File: config.mk
export PLATFORM = sky130hd
export DESIGN_NAME = srx_sdram_exit
export DESIGN_NICKNAME = d
export VERILOG_FILES = /design/src/rtl/srx_pkg.sv /design/src/rtl/srx_exit_seq.sv /design/src/rtl/srx_refresh_timer.sv /design/src/rtl/srx_cmd_drive.sv /design/src/rtl/srx_sdram_exit.sv
export SDC_FILE = /design/constraint.sdc
export NUM_CORES = 1
export LEC_CHECK = 0
export CAP_MARGIN = 20
export CORE_ASPECT_RATIO = 0.8
export CORE_MARGIN = 2
export CORE_UTILIZATION = 30
export CTS_CLUSTER_SIZE = 28
export DETAILED_ROUTE_END_ITERATION = 12
export PLACE_DENSITY = 0.48
export SLEW_MARGIN = 0
export SYNTH_ARGS = -nofsm -noshare
export SYNTH_HDL_FRONTEND = slang
export SYNTH_SLANG_ARGS = --single-unit
File: constraint.sdc
create_clock -name clk -period 3.18 [get_ports clk]
set_input_delay 0.318 -clock clk [delete_from_list [all_inputs] [get_ports clk]]
set_output_delay 0.318 -clock clk [all_outputs]
set_load 0.005 [all_outputs]
File: src/rtl/srx_pkg.sv
`timescale 1ns/1ps
package srx_pkg;

  typedef enum logic [1:0] {
    ST_SELF     = 2'd0,
    ST_WAIT_CLK = 2'd1,
    ST_EXIT_NOP = 2'd2,
    ST_RUN      = 2'd3
  } srx_state_e;

  typedef struct packed {
    logic cs_n;
    logic ras_n;
    logic cas_n;
    logic we_n;
  } sdr_cmd_t;

  localparam sdr_cmd_t CMD_NOP = '{cs_n: 1'b0, ras_n: 1'b1, cas_n: 1'b1, we_n: 1'b1};
  localparam sdr_cmd_t CMD_REF = '{cs_n: 1'b0, ras_n: 1'b0, cas_n: 1'b0, we_n: 1'b1};

  // minimum delays: round up to a whole clock
  function automatic int unsigned ns_to_clk_up(input int unsigned ns, input int unsigned tck);
    return (ns + tck - 1) / tck;
  endfunction

  // maximum intervals: round down so the limit is never exceeded
  function automatic int unsigned ns_to_clk_down(input int unsigned ns, input int unsigned tck);
    return ns / tck;
  endfunction

  function automatic int unsigned max_u(input int unsigned a, input int unsigned b);
    return (a > b) ? a : b;
  endfunction

endpackage

File: src/rtl/srx_exit_seq.sv
`timescale 1ns/1ps
module srx_exit_seq
  import srx_pkg::*;
#(
  parameter int unsigned NOP_CYC = 2,
  localparam int unsigned CNT_W  = (NOP_CYC < 2) ? 1 : $clog2(NOP_CYC)
) (
  input  logic clk,
  input  logic rst,
  input  logic exit_req,
  input  logic clk_stable,
  output logic cke_o,
  output logic run_o,
  output logic run_start_o
);

  localparam logic [CNT_W-1:0] NOP_LOAD = CNT_W'(NOP_CYC - 1);

  srx_state_e        state_q, state_d;
  logic [CNT_W-1:0]  cnt_q, cnt_d;
  logic              cke_q, run_q;

  always_comb begin
    state_d = state_q;
    cnt_d   = cnt_q;
    unique case (state_q)
      ST_SELF: begin
        if (exit_req) begin
          if (clk_stable) begin
            state_d = ST_EXIT_NOP;
            cnt_d   = NOP_LOAD;
          end else begin
            state_d = ST_WAIT_CLK;
          end
        end
      end
      ST_WAIT_CLK: begin
        if (clk_stable) begin
          state_d = ST_EXIT_NOP;
          cnt_d   = NOP_LOAD;
        end
      end
      ST_EXIT_NOP: begin
        if (cnt_q == '0) begin
          state_d = ST_RUN;
        end else begin
          cnt_d = cnt_q - 1'b1;
        end
      end
      ST_RUN: begin
        state_d = ST_RUN;
      end
      default: state_d = ST_SELF;
    endcase
  end

  always_ff @(posedge clk) begin
    if (rst) begin
      state_q <= ST_SELF;
      cnt_q   <= '0;
      cke_q   <= 1'b0;
      run_q   <= 1'b0;
    end else begin
      state_q <= state_d;
      cnt_q   <= cnt_d;
      cke_q   <= (state_d == ST_EXIT_NOP) || (state_d == ST_RUN);
      run_q   <= (state_d == ST_RUN);
    end
  end

  assign cke_o       = cke_q;
  assign run_o       = run_q;
  assign run_start_o = (state_q == ST_EXIT_NOP) && (cnt_q == '0);

endmodule

File: src/rtl/srx_refresh_timer.sv
`timescale 1ns/1ps
module srx_refresh_timer #(
  parameter int unsigned REFI_CYC = 1562,
  localparam int unsigned CNT_W   = (REFI_CYC < 2) ? 1 : $clog2(REFI_CYC)
) (
  input  logic clk,
  input  logic rst,
  input  logic start,
  input  logic run,
  input  logic ack,
  output logic req_o,
  output logic grant_o
);

  localparam logic [CNT_W-1:0] REFI_LOAD = CNT_W'(REFI_CYC - 1);

  logic [CNT_W-1:0] cnt_q;
  logic             req_q;
  logic             grant;

  assign grant = run && req_q && ack;

  always_ff @(posedge clk) begin
    if (rst) begin
      cnt_q <= '0;
      req_q <= 1'b0;
    end else if (start) begin
      cnt_q <= REFI_LOAD;
      req_q <= 1'b0;
    end else if (run) begin
      if (grant) begin
        req_q <= 1'b0;
        cnt_q <= REFI_LOAD;
      end else if (!req_q) begin
        if (cnt_q == '0) begin
          req_q <= 1'b1;
        end else begin
          cnt_q <= cnt_q - 1'b1;
        end
      end
    end
  end

  assign req_o   = req_q;
  assign grant_o = grant;

endmodule

File: src/rtl/srx_cmd_drive.sv
`timescale 1ns/1ps
module srx_cmd_drive
  import srx_pkg::*;
(
  input  logic     clk,
  input  logic     rst,
  input  logic     issue_ref,
  output sdr_cmd_t cmd_o
);

  sdr_cmd_t cmd_q;

  always_ff @(posedge clk) begin
    if (rst) begin
      cmd_q <= CMD_NOP;
    end else begin
      cmd_q <= issue_ref ? CMD_REF : CMD_NOP;
    end
  end

  assign cmd_o = cmd_q;

endmodule

File: src/rtl/srx_sdram_exit.sv
`timescale 1ns/1ps
module srx_sdram_exit
  import srx_pkg::*;
#(
  parameter int unsigned TCK_NS      = 5,
  parameter int unsigned TXSR_NS     = 67,
  parameter int unsigned TREFI_NS    = 7810,
  parameter int unsigned MIN_NOP_CLK = 2
) (
  input  logic clk,
  input  logic rst,
  input  logic exit_req,
  input  logic clk_stable,
  input  logic ref_ack,
  output logic cke,
  output logic cs_n,
  output logic ras_n,
  output logic cas_n,
  output logic we_n,
  output logic ready,
  output logic ref_req
);

  localparam int unsigned NOP_CYC  = max_u(MIN_NOP_CLK, ns_to_clk_up(TXSR_NS, TCK_NS));
  localparam int unsigned REFI_CYC = ns_to_clk_down(TREFI_NS, TCK_NS);

  logic     run, run_start, grant;
  sdr_cmd_t cmd;

  srx_exit_seq #(.NOP_CYC(NOP_CYC)) u_seq (
    .clk         (clk),
    .rst         (rst),
    .exit_req    (exit_req),
    .clk_stable  (clk_stable),
    .cke_o       (cke),
    .run_o       (run),
    .run_start_o (run_start)
  );

  srx_refresh_timer #(.REFI_CYC(REFI_CYC)) u_timer (
    .clk     (clk),
    .rst     (rst),
    .start   (run_start),
    .run     (run),
    .ack     (ref_ack),
    .req_o   (ref_req),
    .grant_o (grant)
  );

  srx_cmd_drive u_cmd (
    .clk       (clk),
    .rst       (rst),
    .issue_ref (grant),
    .cmd_o     (cmd)
  );

  assign ready = run;
  assign cs_n  = cmd.cs_n;
  assign ras_n = cmd.ras_n;
  assign cas_n = cmd.cas_n;
  assign we_n  = cmd.we_n;

endmodule

==> results.sh, run 1 <==
export IMPL_synth_top_flop_cell="sky130_fd_sc_hd__dfxtp_1"
export IMPL_worst_path_max_fanout=11
export IMPL_post_cts_resized_instances=0
export IMPL_unrepaired_setup_endpoints_after_global_routing="false"
export IMPL_top_level_ports=12
export IMPL_placement_rows=19
export IMPL_clkSinkCount=21
export IMPL_synth_top_cells_by_area="sky130_fd_sc_hd__dfxtp_1 38%, sky130_fd_sc_hd__a21oi_1 6.8%, sky130_fd_sc_hd__or3_1 5.1%"
export IMPL_viasPerCell=5.43
export IMPL_p_leak_nw=0.430
export IMPL_yosys_area_share_adder_pct=2.26
export IMPL_dpl_worst_slack_ns=1.28
export IMPL_post_synthesis_cell_area_mm2=0.00111
export IMPL_fmaxAchievable_ghz=0.546
export IMPL_drv_cap=0
export IMPL_critPathRequiredTime_ns=3.36
export IMPL_first_global_vias=915
export IMPL_timing_hold_worst_class="register to register"
export IMPL_smallest_setup_slack_after_layout_ns=1.35
export IMPL_gr_usage_all_layers_pct=12.8
export IMPL_insertedDiodeCount=0
export IMPL_post_synth_top_area_cell="sky130_fd_sc_hd__dfxtp_1"
export IMPL_grt_most_used_layer="met2"
export IMPL_path_depth=6
export IMPL_dieWidth_um=72.0
export IMPL_fin_cells=180
export IMPL_run_status="completed"
export IMPL_cp_arrival_ns=2.01
export IMPL_insertion_delay_ns=0.26
export IMPL_design_core_area_mm2=0.00349
export IMPL_synth_compound_gate_area_share_pct=21.2
export IMPL_synth_largest_type_area_fraction_pct=37.9
export IMPL_critical_path_cell_by_cell="inv_1 > ha_1 > nor4b_2 > and4b_1 > or3_1 > a21oi_1"
export IMPL_ir_worst_vdd_uv=230
export IMPL_net_count_after_synthesis=139
export IMPL_timing_clock_skew_ns=0.00788
export IMPL_muxShareOfSynthArea_pct=1.92
export IMPL_syn_inst=132
export IMPL_max_clock_path_buffers=2
export IMPL_finalWorstPathRequiredPeriod_ns=1.83
export IMPL_hold_slack_ns=0.507
export IMPL_drcViolationCount=0
export IMPL_use_met2_pct=19.4
export IMPL_tritoncts_buffers=3
export IMPL_first_iter_violations=29
export IMPL_grt_first_pass_wirelength_um=4230
export IMPL_cts_reportedPaths_clkPinSlew_ns=0.08
export IMPL_worstPathBufferInverterCount=1
export IMPL_worstSetupPathType="register to register"
export IMPL_totalNegativeSetupSlack_ns=0
export IMPL_start_util_pct=31.7
export IMPL_post_cts_hold_buffer_count=0
export IMPL_synthToLayoutAreaGrowth_pct=12.8
export IMPL_clock_h_tree_levels=1
export IMPL_post_dp_hpwl_um=1760
export IMPL_m1_gr_usage_pct=18.1
export IMPL_dr_pass1_iters=4
export IMPL_routed_wirelength_um=2400
export IMPL_maxSlewHeadroom_pct=63.9
export IMPL_critical_path_max_stage_delay_ns=0.44
export IMPL_synthArstFlopShare_pct=0
export IMPL_final_net_count=146
export IMPL_post_route_clock_period_utilization_pct=57.6
export IMPL_timing_critical_path_from="u_timer.cnt_q[0]"
export IMPL_syn_mean_instance_area_um2=8.40
export IMPL_slew_violations=0
export IMPL_post_route_util_pct=35.8
export IMPL_synth_common_cells="21 x sky130_fd_sc_hd__dfxtp_1, 15 x sky130_fd_sc_hd__a21oi_1, 9 x sky130_fd_sc_hd__or3_1"
export IMPL_seq_area_frac_synth_pct=37.9
export IMPL_grt_antenna_before_repair=0
export IMPL_route_vias_total=977
export IMPL_setup_worst_path_start_class="register"
export IMPL_end_kind="register"
export IMPL_placement_io_buffers=9
export IMPL_r2r_start="u_timer.cnt_q[0]"
export IMPL_synthSimpleGateAreaFrac_pct=29.5
export IMPL_die_height_um=58.4
export IMPL_antenna_violating_nets_post_route=0
export IMPL_number_of_warnings_issued_by_yosys=0
export IMPL_floorplan_die_area_mm2=0.00420
export IMPL_routabilityCongestion=0.733
export IMPL_timing_reg2reg_worst_path_depth=6
export IMPL_hold_path_depth=2
export IMPL_detail_route_wl_per_cell_um=13.3
export IMPL_worstHoldStart="u_seq.cnt_q[0]"
export IMPL_hold_viol_final=0
export IMPL_dominant_combinational_cell_family_by_area_after_synthesis="simple AND/OR/NAND/NOR gates"
export IMPL_ys_ff_latch=21
export IMPL_dpl_cell_count=176
export IMPL_proportion_of_layout_cells_with_a_drive_suffix_above_1_pct=7.25
export IMPL_grt_start_max_net_pins=16
export IMPL_grt_overflow_total=0
export IMPL_synth_most_common_cell="sky130_fd_sc_hd__dfxtp_1"
export IMPL_post_synth_num_cell_types=41
export IMPL_tightestPinTransition_ns=0.540
export IMPL_timing_critical_path_max_delay_family="simple AND/OR/NAND/NOR gates"
export IMPL_clk_root_buffer_cell="sky130_fd_sc_hd__clkbuf_8"
export IMPL_cellPowerDensity_mw_per_mm2=586
export IMPL_yosys_area_share_xor_xnor_pct=0
export IMPL_synth_edf_count=0
export IMPL_crit_slowest_cell="sky130_fd_sc_hd__dfxtp_1"
export IMPL_post_cts_setup_buffers=0
export IMPL_setup_violations=0
export IMPL_cts_tree="built"
export IMPL_globalRouteMet3Util_pct=4.45
cell usage in the layout (no fill, tap or decap), types with 2 or more instances in the layout:
master                            count
sky130_fd_sc_hd__dfxtp_1             21
sky130_fd_sc_hd__clkbuf_8             3
sky130_fd_sc_hd__nor3_1               3
sky130_fd_sc_hd__nor2b_1              2
sky130_fd_sc_hd__inv_1                7
sky130_fd_sc_hd__conb_1               2
sky130_fd_sc_hd__ha_1                 2
sky130_fd_sc_hd__o21a_1               3
sky130_fd_sc_hd__nor2_1               8
sky130_fd_sc_hd__or2_2                2
sky130_fd_sc_hd__nand4_1              4
sky130_fd_sc_hd__nand2_1              4
sky130_fd_sc_hd__clkdlybuf4s50_1      9
sky130_fd_sc_hd__o22ai_1              2
sky130_fd_sc_hd__o21ai_0              7
sky130_fd_sc_hd__nand3_1              6
sky130_fd_sc_hd__nand2b_1             3
sky130_fd_sc_hd__or3_1                9
sky130_fd_sc_hd__a31oi_1              6
sky130_fd_sc_hd__a21oi_1             15
kinds of logic after synthesis:
family / Yosys count
AND/OR/NAND/NOR: 52
AO/OA/AOI/OAI: 39
flip-flops: 21
buffers and inverters: 14
multiplexers: 2
adder cells (fa/ha/maj): 2
other: 2
routing by layer:
metal / wire [µm] / share of wire [%] / vias up
met5: 0 / 0 / -
met4: 17 / 0.71 / 0
met3: 95 / 4.0 / 2
met2: 1010 / 42 / 16
met1: 1280 / 53 / 464
li1: - / - / 495
report_power, final:
part	switching, mW	internal (mW)	leakage (nW)	total, mW
logic	0.130	0.103	0.236	0.233
registers	0.0375	0.290	0.172	0.328
clock network	0.0833	0.0891	0.0228	0.172
final timing paths:
kind | slack (ns) | end
max | 1.35 | u_timer.cnt_q[8]
min | 0.51 | u_seq.cnt_q[0]
max reg2reg | 1.35 | u_timer.cnt_q[8]
min reg2reg | 0.51 | u_seq.cnt_q[0]
tightest hold or removal path: stages, from the launching register on:
cell,delay (ns)
sky130_fd_sc_hd__dfxtp_1,0.33
sky130_fd_sc_hd__nor2_1,0.10
sky130_fd_sc_hd__nor3_1,0.04
sequential cells by signal, summed over array words and instances, names as in the netlist:
signal	flops
u_cmd.cmd_o	1
u_seq.cke_o	1
u_seq.cnt_q	4
u_seq.run_o	1
u_seq.state_q	2
u_timer.cnt_q	11
u_timer.req_o	1
layout make-up:
type                       instances  area, µm²
tap                               42       52.6
clock buffer                       4       45.0
multi-input combinational         97        616
sequential                        21        420
inverter                           7       26.3
fill                             355       2240
timing repair buffer               9       90.1
stage by stage:
step	instance area (µm²)	power (mW)
5_1_grt	1250	0.797
2_1_floorplan	1110	0.522
3_5_place_dp	1200	0.565
6_report	1250	0.733
4_1_cts	1250	0.741
3_3_place_gp	1200	0.566
Note: power is estimated with default switching activity, not from simulation.
==> run 2: changes to the inputs <==
--- a/config.mk
+++ b/config.mk
@@ -11,7 +11,7 @@
 export CORE_UTILIZATION = 30
 export CTS_CLUSTER_SIZE = 28
 export DETAILED_ROUTE_END_ITERATION = 12
-export PLACE_DENSITY = 0.48
+export PLACE_DENSITY = 0.49
 export SLEW_MARGIN = 0
 export SYNTH_ARGS = -nofsm -noshare
 export SYNTH_HDL_FRONTEND = slang
==> constraint.sdc (replaced) <==
create_clock -name clk -period 1.53 [get_ports clk]
set_input_delay 0.153 -clock clk [delete_from_list [all_inputs] [get_ports clk]]
set_output_delay 0.153 -clock clk [all_outputs]
set_load 0.005 [all_outputs]
==> run 2 against run 1 <==
Compared with the run above: the run now ends with negative setup slack left; power grew to 2.7 times the previous value; non-clock buffer count grew 28; hold slack got worse by 0.011 ns; utilization grew 9.2 points; wire length rose by 25%; via count rose by 16%; critical path type unchanged; critical endpoint is now u_timer.cnt_q[7].
==> results.sh, run 2 (synthesis results as in run 1) <==
export IMPL_run_status="complete, but fails checks"
export IMPL_violations_in_the_final_reports="negative setup slack"
export IMPL_switching_share_pct=33.5
export IMPL_setup_worst_path_start_class="register"
export IMPL_p_sw_mw=0.655
export IMPL_worstHoldStart="clk_stable"
export IMPL_clkSinkCount=21
export IMPL_smallest_setup_slack_after_layout_ns=-0.0461
export IMPL_proportion_of_layout_cells_with_a_drive_suffix_above_1_pct=34.3
export IMPL_critPathRequiredTime_ns=1.73
export IMPL_cellPowerDensity_mw_per_mm2=1240
export IMPL_worstSetupPathType="register to register"
export IMPL_worst_path_max_fanout=8
export IMPL_end_kind="register"
export IMPL_drv_cap=0
export IMPL_floorplan_die_area_mm2=0.00420
export IMPL_finalWorstPathRequiredPeriod_ns=1.58
export IMPL_p_int_mw=1.30
export IMPL_clk_root_buffer_cell="sky130_fd_sc_hd__clkbuf_8"
export IMPL_fmaxAchievable_ghz=0.634
export IMPL_filler_cell_count=365
export IMPL_registers_top_by_ff_count="u_timer.cnt_q"
export IMPL_hold_path_depth=2
export IMPL_whs_endpoint="u_seq.state_q[0]"
export IMPL_design_core_area_mm2=0.00349
export IMPL_grt_start_max_net_pins=15
export IMPL_crit_slowest_cell="sky130_fd_sc_hd__dfxtp_4"
export IMPL_viasPerCell=5.46
export IMPL_routabilityCongestion=0.812
export IMPL_dpl_cell_count=199
export IMPL_slew_violations=0
export IMPL_r2r_start="u_timer.cnt_q[0]"
export IMPL_antenna_violating_nets_post_route=0
export IMPL_totalNegativeSetupSlack_ns=-0.235
export IMPL_placement_rows=19
export IMPL_worstPathBufferInverterCount=2
export IMPL_setup_violations=8
export IMPL_multi_input_logic_area_um2=712
export IMPL_max_clock_path_buffers=2
export IMPL_comb_power_share_pct=46.1
export IMPL_power_share_sequential_pct=34.8
export IMPL_insertedDiodeCount=0
export IMPL_routed_wirelength_um=3010
export IMPL_post_route_clock_period_utilization_pct=103
export IMPL_p_leak_nw=0.604
export IMPL_dieWidth_um=72.0
export IMPL_die_height_um=58.4
export IMPL_detail_route_wl_per_cell_um=14.5
export IMPL_part_of_the_total_power_dissipated_in_the_clock_network_pct=19.1
export IMPL_top_level_ports=12
export IMPL_critical_path_max_stage_delay_ns=0.38
export IMPL_first_global_vias=1061
export IMPL_unrepaired_setup_endpoints_after_global_routing="true"
export IMPL_largest_reg_flops=11
export IMPL_timing_critical_path_max_delay_family="simple AND/OR/NAND/NOR gates"
export IMPL_grt_antenna_before_repair=0
export IMPL_clock_h_tree_levels=1
export IMPL_ir_worst_vdd_uv=437
export IMPL_cts_reportedPaths_clkPinSlew_ns=0.08
export IMPL_layout_cells_most_common_list="26 x sky130_fd_sc_hd__buf_4, 17 x sky130_fd_sc_hd__dfxtp_1, 12 x sky130_fd_sc_hd__a21oi_1"
export IMPL_hold_viol_final=0
export IMPL_reg_to_reg_endpoint="u_timer.cnt_q[7]"
export IMPL_critical_path_cell_by_cell="inv_2 > ha_4 > nor4b_4 > and4b_1 > buf_6 > or3_4 > a21oi_2"
export IMPL_reg2reg_slack_ns=-0.05
export IMPL_drcViolationCount=0
export IMPL_insertion_delay_ns=0.27
export IMPL_grt_overflow_total=0
export IMPL_cp_arrival_ns=1.77
export IMPL_start_util_pct=31.7
export IMPL_gr_usage_all_layers_pct=15.4
export IMPL_area_used_by_sequential_logic_in_the_layout_um2=428
export IMPL_final_net_count=174
export IMPL_cts_tree="built"
export IMPL_largest_registers="u_timer.cnt_q: 11 flops, u_seq.cnt_q: 4 flops, u_seq.state_q: 2 flops"
export IMPL_timing_hold_worst_class="input pin to register"
export IMPL_total_power_mw=1.95
export IMPL_placement_io_buffers=9
export IMPL_fin_cells=208
export IMPL_first_iter_violations=66
export IMPL_synthToLayoutAreaGrowth_pct=41.9
export IMPL_tritoncts_buffers=3
export IMPL_most_common_library_cell_in_the_layout_ignoring_fill_and_taps="sky130_fd_sc_hd__buf_4"
export IMPL_dr_pass1_iters=4
export IMPL_post_dp_hpwl_um=2130
export IMPL_route_vias_total=1136
export IMPL_timing_reg2reg_worst_path_depth=7
export IMPL_grt_first_pass_wirelength_um=5020
export IMPL_timing_clock_skew_ns=0.00552
export IMPL_post_route_util_pct=45.0
run 2: cell count changes in the layout (fill, tap and decap cells not counted), moves of 3 or more:
cell,previous run,this run
sky130_fd_sc_hd__or3_1,9,6
sky130_fd_sc_hd__a21oi_1,15,12
sky130_fd_sc_hd__dfxtp_1,21,17
sky130_fd_sc_hd__a21oi_2,0,3
sky130_fd_sc_hd__inv_2,0,3
sky130_fd_sc_hd__inv_1,7,4
sky130_fd_sc_hd__or3_4,0,3
sky130_fd_sc_hd__buf_4,0,26
sky130_fd_sc_hd__dfxtp_2,0,3
run 2: cell type report:
class,instances,share of cell area (%)
tap,42,3.34
timing repair buffer,37,19.6
multi-input combinational,97,45.3
clock inverter,1,0.318
inverter,7,1.67
sequential,21,27.2
clock buffer,3,2.63
run 2: worst max-delay path by stage:
| stage | start | to | slack [ns] | depth (start not counted) |
|---|---|---|---|---|
| after CTS | u_timer.cnt_q[2] | u_timer.cnt_q[7] | -0.07 | 5 |
| after global routing | u_timer.cnt_q[0] | u_timer.cnt_q[6] | -0.12 | 7 |
| after floorplan | u_timer.cnt_q[0] | u_timer.cnt_q[2] | 0.008 | 7 |
| final | u_timer.cnt_q[0] | u_timer.cnt_q[7] | -0.05 | 7 |
| after detailed placement | ref_ack | u_timer.cnt_q[3] | -0.13 | 5 |
| after global placement | ref_ack | u_timer.cnt_q[3] | -0.14 | 5 |
run 2: timing repair:
action,CTS,global route
gates cloned,0,0
hold buffers,0,0
buffers inserted,1,4
endpoints found under the setup margin,10,11
pin swaps,12,13
resized for setup,9,15
run 2: per-stage QoR:
| step | area (µm²) | hold WS (ns) | setup slack [ns] |
|---|---|---|---|
| 6_report | 1570 | 0.496 | -0.0461 |
| 5_1_grt | 1570 | 0.519 | -0.120 |
| 4_1_cts | 1490 | 0.492 | -0.0652 |
| 3_5_place_dp | 1390 | 0.506 | -0.131 |
| 3_3_place_gp | 1390 | 0.495 | -0.142 |
| 2_1_floorplan | 1120 | 0.225 | 0.00763 |
run 2: per-layer routing:
layer	share of wire (%)	GRT usage, %	vias up
met3	4.2	3.77	4
li1	-	-	556
met2	46	24.6	20
met4	0.96	4.04	0
met5	0	0	-
met1	49	20.9	556
run 2: power by group through the flow:
stage	clock network, mW	logic (mW)	registers, mW
after CTS	0.394	0.772	0.667
after detailed placement	0	0.711	0.675
after floorplan	0	0.428	0.676
final	0.373	0.900	0.681
after global placement	0	0.703	0.674
after global routing	0.401	0.984	0.691
